File: config.mk
export PLATFORM = sky130hd
export DESIGN_NAME = reorder_gap_window
export DESIGN_NICKNAME = d
export VERILOG_FILES = /design/src/rtl/rgw_pkg.sv /design/src/rtl/rgw_ptrs.sv /design/src/rtl/rgw_gap.sv /design/src/rtl/rgw_store.sv /design/src/rtl/reorder_gap_window.sv
export SDC_FILE = /design/constraint.sdc
export NUM_CORES = 1
export LEC_CHECK = 0
export BUFFER_PORTS_ARGS = -buffer_cell sky130_fd_sc_hd__buf_2
export CORE_ASPECT_RATIO = 2
export CORE_UTILIZATION = 63
export CTS_CLUSTER_SIZE = 24
export DETAILED_ROUTE_END_ITERATION = 10
export PLACE_DENSITY = 0.82
export SLEW_MARGIN = 15
export SYNTH_ARGS = -nofsm -noshare
export SYNTH_HDL_FRONTEND = slang
export SYNTH_SLANG_ARGS = --single-unit
File: constraint.sdc
create_clock -name clk -period 7.1 [get_ports clk]
set_clock_uncertainty 0.1 [all_clocks]
set_input_delay 2.13 -clock clk [delete_from_list [all_inputs] [get_ports clk]]
set_output_delay 2.13 -clock clk [all_outputs]
set_load 0.02 [all_outputs]
File: src/rtl/rgw_pkg.sv
package rgw_pkg;

  // distance walking forward around the ring from 'origin' to 'slot'
  function automatic int unsigned ring_off(input int unsigned origin,
                                           input int unsigned slot,
                                           input int unsigned depth);
    return (slot + depth - origin) % depth;
  endfunction

  // true when 'slot' lies in the run of 'len' slots starting at 'start'
  function automatic logic in_run(input int unsigned slot,
                                  input int unsigned start,
                                  input int unsigned len,
                                  input int unsigned depth);
    return ring_off(start, slot, depth) < len;
  endfunction

  function automatic int unsigned min_u(input int unsigned a,
                                        input int unsigned b);
    return (a < b) ? a : b;
  endfunction

endpackage

File: src/rtl/rgw_ptrs.sv
module rgw_ptrs #(
  parameter int DEPTH = 16,
  parameter int IDX_W = 4,
  parameter int CNT_W = 5
) (
  input  logic             clk,
  input  logic             rst_n,
  input  logic             alloc_fire,
  input  logic             gap_fire,
  input  logic [CNT_W-1:0] gap_len,
  input  logic             retire_fire,
  input  logic             squash_valid,
  input  logic [IDX_W-1:0] squash_tail,
  output logic [IDX_W-1:0] head_idx,
  output logic [IDX_W-1:0] tail_idx,
  output logic [CNT_W-1:0] occ,
  output logic [CNT_W-1:0] free_cnt
);
  import rgw_pkg::*;

  logic [IDX_W-1:0] head_q;
  logic [CNT_W-1:0] occ_q;
  logic [CNT_W-1:0] keep;
  logic [CNT_W-1:0] occ_grow;

  assign keep = CNT_W'(min_u(ring_off(32'(head_q), 32'(squash_tail), DEPTH),
                             32'(occ_q)));
  assign occ_grow = CNT_W'(alloc_fire) + (gap_fire ? gap_len : '0);

  always_ff @(posedge clk) begin
    if (!rst_n) begin
      head_q <= '0;
      occ_q  <= '0;
    end else if (squash_valid) begin
      occ_q <= keep;
    end else begin
      head_q <= head_q + IDX_W'(retire_fire);
      occ_q  <= occ_q + occ_grow - CNT_W'(retire_fire);
    end
  end

  assign head_idx = head_q;
  assign tail_idx = head_q + occ_q[IDX_W-1:0];
  assign occ      = occ_q;
  assign free_cnt = CNT_W'(DEPTH) - occ_q;

  p_occ_bound_r2: assert property (@(posedge clk) disable iff (!rst_n)
    occ_q <= CNT_W'(DEPTH));

  p_gap_moves_tail_r3: assert property (@(posedge clk) disable iff (!rst_n)
    gap_fire |=> tail_idx == IDX_W'($past(tail_idx) + $past(gap_len)));

  p_retire_step_r5: assert property (@(posedge clk) disable iff (!rst_n)
    retire_fire |=> head_idx == IDX_W'($past(head_idx) + 1'b1));

  p_squash_tail_r9: assert property (@(posedge clk) disable iff (!rst_n)
    squash_valid |=> (tail_idx == $past(squash_tail)) ||
                     (tail_idx == $past(tail_idx)));

endmodule

File: src/rtl/rgw_gap.sv
module rgw_gap #(
  parameter int IDX_W = 4,
  parameter int CNT_W = 5
) (
  input  logic             clk,
  input  logic             rst_n,
  input  logic             gap_fire,
  input  logic [IDX_W-1:0] base_idx,
  input  logic [CNT_W-1:0] gap_len,
  input  logic             fill_valid,
  input  logic             fill_done,
  input  logic             squash_valid,
  output logic             gap_open,
  output logic             fill_write,
  output logic [IDX_W-1:0] fill_idx,
  output logic             gap_overflow,
  output logic             fill_complete,
  output logic             pad_fire,
  output logic [IDX_W-1:0] pad_start,
  output logic [CNT_W-1:0] pad_len
);

  logic             open_q;
  logic [IDX_W-1:0] wr_q;
  logic [CNT_W-1:0] left_q;
  logic             room;

  assign room          = left_q != '0;
  assign fill_write    = open_q && fill_valid && room && !squash_valid;
  assign gap_overflow  = open_q && fill_valid && !room && !squash_valid;
  assign fill_complete = open_q && fill_done && !squash_valid;
  assign pad_fire      = fill_complete;
  assign pad_start     = wr_q + IDX_W'(fill_write);
  assign pad_len       = left_q - CNT_W'(fill_write);

  always_ff @(posedge clk) begin
    if (!rst_n) begin
      open_q <= 1'b0;
      wr_q   <= '0;
      left_q <= '0;
    end else if (squash_valid) begin
      open_q <= 1'b0;
      left_q <= '0;
    end else if (gap_fire) begin
      open_q <= 1'b1;
      wr_q   <= base_idx;
      left_q <= gap_len;
    end else begin
      if (fill_write) begin
        wr_q   <= wr_q + 1'b1;
        left_q <= left_q - 1'b1;
      end
      if (fill_complete) open_q <= 1'b0;
    end
  end

  assign gap_open = open_q;
  assign fill_idx = wr_q;

  p_fill_order_r4: assert property (@(posedge clk) disable iff (!rst_n)
    fill_write |=> wr_q == IDX_W'($past(wr_q) + 1'b1));

  p_overflow_drops_r6: assert property (@(posedge clk) disable iff (!rst_n)
    gap_overflow |=> (left_q == '0) && $stable(wr_q));

  p_complete_closes_r7: assert property (@(posedge clk) disable iff (!rst_n)
    fill_complete |=> !open_q);

  p_idle_fill_r10: assert property (@(posedge clk) disable iff (!rst_n)
    !open_q |-> !gap_overflow && !fill_complete && !fill_write);

endmodule

File: src/rtl/rgw_store.sv
module rgw_store #(
  parameter int DEPTH = 16,
  parameter int IDX_W = 4,
  parameter int CNT_W = 5,
  parameter int DW    = 8
) (
  input  logic             clk,
  input  logic             rst_n,
  input  logic             alloc_fire,
  input  logic [IDX_W-1:0] alloc_idx,
  input  logic [DW-1:0]    alloc_data,
  input  logic             gap_fire,
  input  logic [IDX_W-1:0] gap_base,
  input  logic [CNT_W-1:0] gap_len,
  input  logic             fill_write,
  input  logic [IDX_W-1:0] fill_idx,
  input  logic [DW-1:0]    fill_data,
  input  logic             pad_fire,
  input  logic [IDX_W-1:0] pad_start,
  input  logic [CNT_W-1:0] pad_len,
  input  logic             squash_valid,
  input  logic [IDX_W-1:0] head_idx,
  output logic             head_filled,
  output logic             head_nop,
  output logic [DW-1:0]    head_data
);
  import rgw_pkg::*;

  logic          filled_q [DEPTH];
  logic          nop_q    [DEPTH];
  logic [DW-1:0] data_q   [DEPTH];

  for (genvar i = 0; i < DEPTH; i++) begin : g_slot
    logic in_gap;
    logic in_pad;
    assign in_gap = in_run(i, 32'(gap_base), 32'(gap_len), DEPTH);
    assign in_pad = in_run(i, 32'(pad_start), 32'(pad_len), DEPTH);

    always_ff @(posedge clk) begin
      if (!rst_n) begin
        filled_q[i] <= 1'b1;
        nop_q[i]    <= 1'b0;
        data_q[i]   <= '0;
      end else if (squash_valid) begin
        if (!filled_q[i]) begin
          filled_q[i] <= 1'b1;
          nop_q[i]    <= 1'b1;
        end
      end else if (gap_fire && in_gap) begin
        filled_q[i] <= 1'b0;
        nop_q[i]    <= 1'b0;
      end else if (alloc_fire && alloc_idx == IDX_W'(i)) begin
        filled_q[i] <= 1'b1;
        nop_q[i]    <= 1'b0;
        data_q[i]   <= alloc_data;
      end else if (fill_write && fill_idx == IDX_W'(i)) begin
        filled_q[i] <= 1'b1;
        nop_q[i]    <= 1'b0;
        data_q[i]   <= fill_data;
      end else if (pad_fire && in_pad) begin
        filled_q[i] <= 1'b1;
        nop_q[i]    <= 1'b1;
      end
    end
  end

  assign head_filled = filled_q[head_idx];
  assign head_nop    = nop_q[head_idx];
  assign head_data   = data_q[head_idx];

  p_gap_empty_r3: assert property (@(posedge clk) disable iff (!rst_n)
    gap_fire |=> !filled_q[$past(gap_base)]);

  p_fill_lands_r4: assert property (@(posedge clk) disable iff (!rst_n)
    fill_write |=> filled_q[$past(fill_idx)] && !nop_q[$past(fill_idx)]);

  p_pad_nop_r7: assert property (@(posedge clk) disable iff (!rst_n)
    (pad_fire && pad_len != '0) |=> nop_q[$past(pad_start)]);

endmodule

File: src/rtl/reorder_gap_window.sv
module reorder_gap_window #(
  parameter int DEPTH = 16,
  parameter int DW    = 8,
  localparam int IDX_W = $clog2(DEPTH),
  localparam int CNT_W = IDX_W + 1
) (
  input  logic             clk,
  input  logic             rst_n,
  input  logic             alloc_valid,
  input  logic [DW-1:0]    alloc_data,
  output logic             alloc_ready,
  output logic [IDX_W-1:0] alloc_idx,
  input  logic             gap_req,
  input  logic [CNT_W-1:0] gap_len,
  output logic             gap_ready,
  output logic [IDX_W-1:0] gap_base,
  input  logic             fill_valid,
  input  logic [DW-1:0]    fill_data,
  input  logic             fill_done,
  output logic [IDX_W-1:0] fill_idx,
  output logic             gap_overflow,
  output logic             fill_complete,
  input  logic             retire_ready,
  output logic             retire_valid,
  output logic [DW-1:0]    retire_data,
  output logic             retire_nop,
  output logic [IDX_W-1:0] retire_idx,
  input  logic             squash_valid,
  input  logic [IDX_W-1:0] squash_tail,
  output logic             full
);

  logic             alloc_fire, gap_fire, retire_fire;
  logic [IDX_W-1:0] head_idx, tail_idx;
  logic [CNT_W-1:0] occ, free_cnt;
  logic             gap_open, fill_write, pad_fire;
  logic [IDX_W-1:0] pad_start;
  logic [CNT_W-1:0] pad_len;
  logic             head_filled;

  assign full        = occ == CNT_W'(DEPTH);
  assign alloc_ready = !full && !gap_req && !squash_valid;
  assign alloc_fire  = alloc_valid && alloc_ready;
  assign gap_ready   = !gap_open && !squash_valid && gap_len != '0 &&
                       gap_len <= free_cnt;
  assign gap_fire    = gap_req && gap_ready;
  assign retire_valid = occ != '0 && head_filled && !squash_valid;
  assign retire_fire  = retire_valid && retire_ready;
  assign alloc_idx   = tail_idx;
  assign gap_base    = tail_idx;
  assign retire_idx  = head_idx;

  rgw_ptrs #(.DEPTH(DEPTH), .IDX_W(IDX_W), .CNT_W(CNT_W)) u_ptrs (
    .clk(clk), .rst_n(rst_n), .alloc_fire(alloc_fire), .gap_fire(gap_fire),
    .gap_len(gap_len), .retire_fire(retire_fire), .squash_valid(squash_valid),
    .squash_tail(squash_tail), .head_idx(head_idx), .tail_idx(tail_idx),
    .occ(occ), .free_cnt(free_cnt)
  );

  rgw_gap #(.IDX_W(IDX_W), .CNT_W(CNT_W)) u_gap (
    .clk(clk), .rst_n(rst_n), .gap_fire(gap_fire), .base_idx(tail_idx),
    .gap_len(gap_len), .fill_valid(fill_valid), .fill_done(fill_done),
    .squash_valid(squash_valid), .gap_open(gap_open), .fill_write(fill_write),
    .fill_idx(fill_idx), .gap_overflow(gap_overflow),
    .fill_complete(fill_complete), .pad_fire(pad_fire),
    .pad_start(pad_start), .pad_len(pad_len)
  );

  rgw_store #(.DEPTH(DEPTH), .IDX_W(IDX_W), .CNT_W(CNT_W), .DW(DW)) u_store (
    .clk(clk), .rst_n(rst_n), .alloc_fire(alloc_fire), .alloc_idx(tail_idx),
    .alloc_data(alloc_data), .gap_fire(gap_fire), .gap_base(tail_idx),
    .gap_len(gap_len), .fill_write(fill_write), .fill_idx(fill_idx),
    .fill_data(fill_data), .pad_fire(pad_fire), .pad_start(pad_start),
    .pad_len(pad_len), .squash_valid(squash_valid), .head_idx(head_idx),
    .head_filled(head_filled), .head_nop(retire_nop), .head_data(retire_data)
  );

  p_full_blocks_r2: assert property (@(posedge clk) disable iff (!rst_n)
    full |-> !alloc_ready);

  p_one_gap_r8: assert property (@(posedge clk) disable iff (!rst_n)
    gap_fire |=> !gap_ready);

  p_squash_quiet_r9: assert property (@(posedge clk) disable iff (!rst_n)
    squash_valid |=> $stable(head_idx));

endmodule

# Word-level counts from Yosys, hierarchy flattened
# Memories as Yosys holds them, arrays and structs flattened. A register that Yosys moved wholly into a read port is not among the register bits.
# Cells that the tools add are included.
totals:
  reg_bits: 19
  ramBits: 160
  in_bits: 33
  out_inout_bits: 31
  elab_cells: 1031
  mem_count: 3
classes:
  add_sub_neg: 44
  order_cmp: 34
  n_eq_ne: 32
  mux: 624
  bitwise: 194
  n_reduce_logical: 95
memory_table:
  columns: ["memory", "depth", "width", "read_ports", "rd_ports_with_merged_regs", "wr", "line_no", "source"]
  rows:
  - ["u_store.data_q", 16, 8, 1, 1, 16, "rgw_store.sv:31", "logic [DW-1:0] data_q [DEPTH];"]
  - ["u_store.filled_q", 16, 1, 17, 1, 16, "rgw_store.sv:29", "logic filled_q [DEPTH];"]
  - ["u_store.nop_q", 16, 1, 1, 1, 16, "rgw_store.sv:30", "logic nop_q [DEPTH];"]
op_table:
  columns: ["operator", "count"]
  rows:
  - ["$mux 1", 579]
  - ["$mux 8", 32]
  - ["$or 1x1->1", 192]
  - ["$lt 4x5->1", 33]
  - ["$logic_and 1x1->1", 81]
  - ["$eq 4x4->1 const B", 16]
  - ["$sub 4x4->4 const A", 16]
  - ["$eq 4x3->1 const B", 8]
  - ["$mux 4", 8]
  - ["$sub 3x4->4 const A", 8]
  - ["$mux 5", 5]
  - ["$eq 4x2->1 const B", 4]
  - ["$sub 1x4->4 const A", 4]
  - ["$sub 2x4->4 const A", 4]
  - ["$reduce_bool 5->1", 3]
  - ["$sub 5x1->5", 2]
  - ["$add 4x1->4", 2]
  - ["$add 4x1->4 const B", 2]
  - ["$eq 4x1->1 const B", 2]
  - ["$logic_not 4->1", 2]
  - ["$add 1x5->5", 1]
  - ["$add 5x5->5", 1]
  - ["$eq 5x5->1 const B", 1]
  - ["$le 5x5->1", 1]
  - ["other kinds (10)", 16]

# Longest topological paths before layout
# Gate-level depths: netlist of the first run.
logic_depth:
  depth_word: 15
  ltp_mapped: 22
  ltp_nobuf: 20

# Cells and area by module
# From an unflattened synthesis of the first run, not the netlist that was laid out.
hier_totals:
  cells_unflattened: 1194
  hier_area_um2: 12990.0
by_module_without_submodules:
  columns: ["module", "instances", "cells_per_inst", "area_each_um2", "seq_area_each_um2"]
  rows:
  - ["rgw_store", 1, 955, 10978.0, 4794.6]
  - ["rgw_ptrs", 1, 121, 1073.5, 180.2]
  - ["rgw_gap", 1, 83, 700.7, 200.2]
  - ["reorder_gap_window", 1, 35, 237.7, 0.0]

# Least setup slack after synthesis of the first run
# Ideal clock, no wire load.
synth_path:
  kind: "input to register"
  from: "in squash_valid"
  to: "mem u_store.filled_q[8] (enable)"
  setup_ns: 0.298
  arrival_time_ns: 5.361
  required_time_ns: 6.702
  setup_slack_ns: 1.341
  path_stages: 18
  cell_sequence: "buf_2 -> and3b_1 -> and2_4 -> buf_6 -> buf_2 -> ha_1 -> ha_1 -> xor2_1 -> clkinv_1 -> xnor2_1 -> inv_1 -> ha_1 -> a21oi_1 -> nand2_1 -> a21oi_1 -> nor2_1 -> o32ai_2 -> nand4bb_1"
synth_rtl:
  columns: ["item", "line_no", "source"]
  rows:
  - ["from (decl)", "reorder_gap_window.sv:28", "input logic squash_valid,"]
  - ["to (decl)", "rgw_store.sv:29", null]

# Worst setup path in the final report of the first run
layout_path:
  from: "in gap_len[4]"
  to: "out gap_ready"
layout_between:
  elab_chain_cells: 3
layout_rtl:
  columns: ["item", "line_no", "source"]
  rows:
  - ["from (decl)", "reorder_gap_window.sv:14", "input logic [CNT_W-1:0] gap_len,"]
  - ["parallel branches: the longest is 2 deep, another holds $le 5x5->1", null, null]
  - ["$logic_and 1x1->1 (*)", "reorder_gap_window.sv:44", "assign gap_ready = !gap_open && !squash_valid && gap_len != '0 &&"]
  - ["to (decl)", "reorder_gap_window.sv:15", "output logic gap_ready,"]
# Every way passes the cells marked *.

==> results.cfg, run 1 <==
[cells_and_area]
area_growth_pct = 7.91
layout.nets = 1300
fin_cells = 1430
postLayoutCellArea_um2 = 13700
final_layout_size_suffix_gt1_frac = 0.167

[cts]
numCtsBuffers = 17
cts_max_level = 4
cts_root_buffer = clkbuf_16
post_cts_buffers = 0
clkTransAtPathRegs_ns = 0.07
clkLatencyLatePin_ns = 0.45
cts_tree = yes
cts_buffer_depth = 2
cts_resized = 0
postCtsHoldBufs = 0
cts_sinks = 183

[power_and_ir_drop]
power_switching_mw = 1.67
p_leak_nw = 5.31
comb_power_share = 0.428
pwr-share-clk = 0.254
ir_drop_mv = 0.265
power.density_nw_per_um2 = 308
fin_total_pwr_mw = 4.21
p_int_mw = 2.54
seqPwrFrac = 0.318
swShare = 0.396

[logic_synthesis]
yosys_warnings = 0
synth_common_cells = edfxtp_1, ha_1, nor2_1
yosys_register_bits = 183
syn-cell-area_um2 = 12700
synth_nets = 1290
synth_cells = 1144
synthFlopType = edfxtp_1
ys_types = 83
yosysSeqAreaShare = 0.415
synth_edf_count = 159
syn_avg_cell_area_um2 = 11.1
async_reset_ff_frac = 0
yosys.area.top_type = edfxtp_1
synth_area_leaders = edfxtp_1, ha_1, mux4_2
synth_top_area_share = 0.377
yosysMostFrequentCell = edfxtp_1

[detailed_routing]
wl_per_cell_um = 27.6
first_iter_violations = 1154
wl_met2_mm = 19.7
routed.top_layer = met4
vias = 10142
ant_nets = 0
drc = 0
wl_met1_mm = 11.2
routed_via_density = 7.09
dr.pass1.iters = 6
wl_met3_mm = 3.70
drt_wl_total_mm = 39.4

[global_routing]
grt.total_usage = 0.409
grt_pass1_wl_mm = 60.0
grt_overflow_total = 0
grt_pass1_vias = 10155
antenna_found_initial = 1
grt_start_max_net_pins = 38

[floorplan]
start_util = 0.638
fp.dieH_um = 202
core_area_um2 = 19800
ioPinCount = 64
die_width_um = 102
die_area_um2 = 20700
num_rows = 73

[run_status]
outcome = completed

[critical_path]
crit_start = gap_len[4]
r2r_end = u_store.filled_q[1]
cp_data_required_time_ns = 4.87
r2r_start = u_gap.left_q[0]
arrival_ns = 3.47
critPathLaunchType = input port
reg2reg_depth = 12
crit_type = in2out
worst-r2r-setup-slack_ns = 2.56
setup.worst_path.end_class = output pin
critPathMaxFanout = 23

[timing]
grt_setup_unrepaired = false
fin_tns_setup_ns = 0
fin_crit_sh = 0.803
tightest_slew_ns = 1.10
slew_violations = 0
fmax_ghz = 0.175
fin_crit_ns = 5.70
slew_headroom = 0.261
hold_violations = 0
setup-violations-final = 0

[hold_path]
hold_class = reg2reg
min_to = u_gap.gap_open
hold_depth = 2
hp-start = u_gap.gap_open

[placed_design]
portBuffers = 63
dp_cells = 1397
hpwl_mm = 28.0
place_congestion = 0.990
dpl_cell_area_um2 = 13000

[flow_run]
cap_violations = 0
metal layers:
layer,global-route usage,vias up
li1,-,4342
met1,0.403,4757
met2,0.676,755
met3,0.108,288
met4,0.378,0
met5,0,-
worst max-delay path, stage by stage:
cell     delay [ns]
buf_2          0.23
ha_1           0.35
nand4_1        0.10
o221a_2        0.31
o211a_1        0.21
buf_2          0.15
registers in the layout, summed over array words and instances (netlist names), named ones only:
name              count
u_store.data_q      128
u_store.filled_q     16
u_store.nop_q        16
u_gap.left_q          5
u_ptrs.occ            5
u_gap.fill_idx        4
u_ptrs.head_idx       4
u_gap.gap_open        1
worst max path at each step:
stage / endpoint / slack (ns) / depth (start not counted)
finish: gap_ready / 1.40 / 6
global placement: u_store.nop_q[4] / 1.25 / 15
global route: u_store.nop_q[4] / 1.24 / 15
CTS: gap_ready / 1.41 / 6
floorplan: u_store.filled_q[8] / 1.34 / 18
detailed placement: u_store.filled_q[4] / 1.13 / 15
kinds of logic after synthesis:
| family | synth area share |
|---|---|
| AO/OA/AOI/OAI | 0.172 |
| XOR/XNOR | 0.0304 |
| adder cells (fa/ha/maj) | 0.114 |
| buffers and inverters | 0.0578 |
| flip-flops | 0.415 |
| multiplexers | 0.0969 |
| AND/OR/NAND/NOR | 0.113 |
metrics by stage:
step | setup WS, ns | utilization | hold slack (ns)
2_1_floorplan | 1.34 | - | 0.353
3_3_place_gp | 1.25 | 0.655 | 0.373
3_5_place_dp | 1.13 | 0.655 | 0.374
4_1_cts | 1.41 | 0.689 | 0.390
5_1_grt | 1.24 | 0.689 | 0.435
6_report | 1.40 | 0.689 | 0.396
area by class of cell:
class | count | area (µm²)
diodes | 1 | 2.50
clock buffers | 17 | 425
clock inverters | 15 | 234
fillers | 1456 | 6170
inverters | 77 | 289
multi-input cells | 794 | 6670
flip-flops and latches | 183 | 5260
well taps | 262 | 328
repair buffers | 81 | 450
power by group through the flow:
stage	clock network, mW	logic [mW]	registers, mW
floorplan	0	1.28	1.32
global placement	0	1.67	1.36
detailed placement	0	1.73	1.36
CTS	1.06	1.75	1.34
global route	1.10	1.99	1.35
finish	1.07	1.80	1.34
placed cells by master (no fill, tap or decap), types with 5 or more instances in the layout:
cell type / count
edfxtp_1: 159
ha_1: 109
nor2_1: 85
a22o_1: 81
inv_1: 72
nand2_1: 64
buf_2: 63
a21oi_1: 62
mux4_2: 50
o21ai_0: 40
nand3_1: 32
xnor2_1: 26
a22oi_1: 25
dfxtp_1: 22
buf_4: 18
clkbuf_16: 17
xor2_1: 16
and3_1: 13
a211oi_1: 11
a21o_1: 11
nor3_1: 10
nor2b_1: 10
and2_1: 10
o211ai_1: 10
mux2i_1: 10
a31oi_1: 9
nand4_1: 8
nand2b_1: 7
a32o_1: 6
clkinv_1: 5
nor3_2: 5
o21bai_1: 5
o22ai_1: 5
nand3b_1: 5
or3_1: 5
(Power assumes the default switching activity.)
==> run 2, diff against run 1 <==
--- a/config.mk
+++ b/config.mk
@@ -5,6 +5,7 @@
 export SDC_FILE = /design/constraint.sdc
 export NUM_CORES = 1
 export LEC_CHECK = 0
+export ABC_AREA = 1
 export BUFFER_PORTS_ARGS = -buffer_cell sky130_fd_sc_hd__buf_2
 export CORE_ASPECT_RATIO = 2
 export CORE_UTILIZATION = 63
==> constraint.sdc (replaced) <==
create_clock -name clk -period 5.8 [get_ports clk]
set_clock_uncertainty 0.1 [all_clocks]
set_input_delay 1.74 -clock clk [delete_from_list [all_inputs] [get_ports clk]]
set_output_delay 1.74 -clock clk [all_outputs]
set_load 0.02 [all_outputs]
==> run 2 against run 1 <==
Effect of this change: die area is 4.8% higher; worst hold slack worse by 0.0096 ns; clock power is 4% higher; highest routed layer unchanged.
==> results.cfg, run 2 <==
[detailed_routing]
drt_wl_total_mm = 45.0
wl_met2_mm = 21.5
first_iter_violations = 1190
wl_met1_mm = 13.6
dr.pass1.iters = 5
routed.top_layer = met4
vias = 12486
wl_per_cell_um = 23.9
ant_nets = 0
routed_via_density = 6.63
wl_met3_mm = 4.21
drc = 0

[cts]
post_cts_buffers = 0
numCtsBuffers = 17
cts_resized = 0
cts_root_buffer = clkbuf_16
postCtsHoldBufs = 0
clkTransAtPathRegs_ns = 0.07
cts_sinks = 183
clkLatencyLatePin_ns = 0.45
cts_tree = yes
cts_buffer_depth = 2
cts_max_level = 4

[power_and_ir_drop]
p_leak_nw = 6.20
power.density_nw_per_um2 = 376
seqPwrFrac = 0.305
p_int_mw = 3.00
ir_drop_mv = 0.312
power_switching_mw = 2.35
comb_power_share = 0.487
fin_total_pwr_mw = 5.36
swShare = 0.439
pwr-share-clk = 0.208

[critical_path]
reg2reg_depth = 21
arrival_ns = 3.02
crit_type = in2out
setup.worst_path.end_class = output pin
cp-endpoint = gap_ready
cp_data_required_time_ns = 3.96
critPathMaxFanout = 8
worst-r2r-setup-slack_ns = 1.28
cpPeakStageDelay_ns = 0.32
path_cells = buf_2, ha_1, nand2_1, nor2_1, nand2_1, a21oi_1, buf_2
crit_start = gap_len[4]
path_buf_inv = 2
r2r_end = u_ptrs.occ[4]
r2r_start = u_ptrs.occ[0]
critPathLaunchType = input port
crit_cells = 7
cp_slowest_cell = ha_1
crit_family = buffers and inverters

[timing]
slew_headroom = 0.369
setup-violations-final = 0
tightest_slew_ns = 0.946
fmax_ghz = 0.206
fin_crit_ns = 4.86
fin_tns_setup_ns = 0
setup_ws_ns = 0.940
grt_setup_unrepaired = false
whs_ns = 0.387
slew_violations = 0
fin_crit_sh = 0.838
hold_violations = 0

[floorplan]
fp.dieH_um = 207
core_area_um2 = 20600
start_util = 0.645
die_width_um = 105
num_rows = 74
die_area_um2 = 21700
ioPinCount = 64

[logic_synthesis]
ys_types = 51
synth_common_cells = nand2_1, nor2_1, inv_1
synth_edf_count = 159
synth_nets = 1731
synth_cells = 1585
yosys_register_bits = 183
yosysSeqAreaShare = 0.396
syn-cell-area_um2 = 13300
synth_top_area_share = 0.360
synth_area_leaders = edfxtp_1, ha_1, nand2_1
yosysMostFrequentCell = nand2_1
yosys.area.top_type = edfxtp_1
yosys_warnings = 0
synthFlopType = edfxtp_1
syn_avg_cell_area_um2 = 8.37
async_reset_ff_frac = 0

[flow_run]
cap_violations = 0

[global_routing]
grt_start_max_net_pins = 85
grt_overflow_total = 0
grt.total_usage = 0.421
grt_pass1_vias = 12082
grt_pass1_wl_mm = 67.5
antenna_found_initial = 0

[cells_and_area]
largest_reg_flops = 128
final_layout_size_suffix_gt1_frac = 0.117
most-common-layout-cells = nand2_1, nor2_1, inv_1, edfxtp_1, o21ai_0
area_growth_pct = 7.27
utilization = 0.692
final_common_cell = nand2_1
layout.nets = 1750
regMostFlops = u_store.data_q
antennaDiodeCount = 0
top_regs = u_store.data_q (128), u_store.filled_q (16), u_store.nop_q (16)

[placed_design]
hpwl_mm = 32.9
portBuffers = 63
pre_cts_slack_ns = 0.622
place_congestion = 1.01

[run_status]
outcome = completed

[hold_path]
hold_depth = 2
hold_class = reg2reg
-- run 2: worst min-delay path by stage --
stage                            end  slack, ns             start
CTS                 u_store.nop_q[8]       0.39  u_store.nop_q[8]
global placement    u_store.nop_q[8]       0.39  u_store.nop_q[8]
global route        u_store.nop_q[8]       0.41  u_store.nop_q[8]
floorplan           u_store.nop_q[8]       0.34  u_store.nop_q[8]
finish              u_store.nop_q[8]       0.39  u_store.nop_q[8]
detailed placement  u_store.nop_q[8]       0.38  u_store.nop_q[8]
-- run 2: layout make-up --
type | count | area (µm²)
fill | 1738 | 6330
clock inverter | 5 | 36.3
timing repair buffer | 82 | 470
tap | 266 | 333
clock buffer | 27 | 514
sequential | 183 | 5260
inverter | 188 | 707
multi-input combinational | 1132 | 6910
-- run 2: through the flow --
step,instance area [µm²],std cells
final,14200,1883
after floorplan,13300,1585
after detailed placement,13700,1851
after global placement,13700,1851
after CTS,14200,1883
after global routing,14200,1883
-- run 2: cells by family after synthesis --
logic type                 synth area share
and+or+nand+nor                       0.228
AOI/OAI and AO/OA                     0.162
buffers and inverters                0.0829
DFF                                   0.396
adders and majority gates             0.109
xor gates and xnor gates             0.0218
-- run 2: power groups by stage --
stage | Sequential, mW | Combinational (mW) | Clock [mW]
5_1_grt | 1.64 | 2.91 | 1.15
3_3_place_gp | 1.65 | 2.48 | 0
2_1_floorplan | 1.63 | 1.83 | 0
3_5_place_dp | 1.66 | 2.54 | 0
6_report | 1.63 | 2.61 | 1.11
4_1_cts | 1.63 | 2.56 | 1.09
-- run 2: per-layer routing --
metal | track usage | up-vias
li1 | - | 5598
met5 | 0 | -
met3 | 0.0890 | 293
met1 | 0.413 | 5724
met2 | 0.701 | 871
met4 | 0.442 | 0
-- run 2: worst min-delay path, cell delays in order (launching register included) --
cell	delay [ns]
dfxtp_1	0.32
nand3_1	0.08
nand2_1	0.05
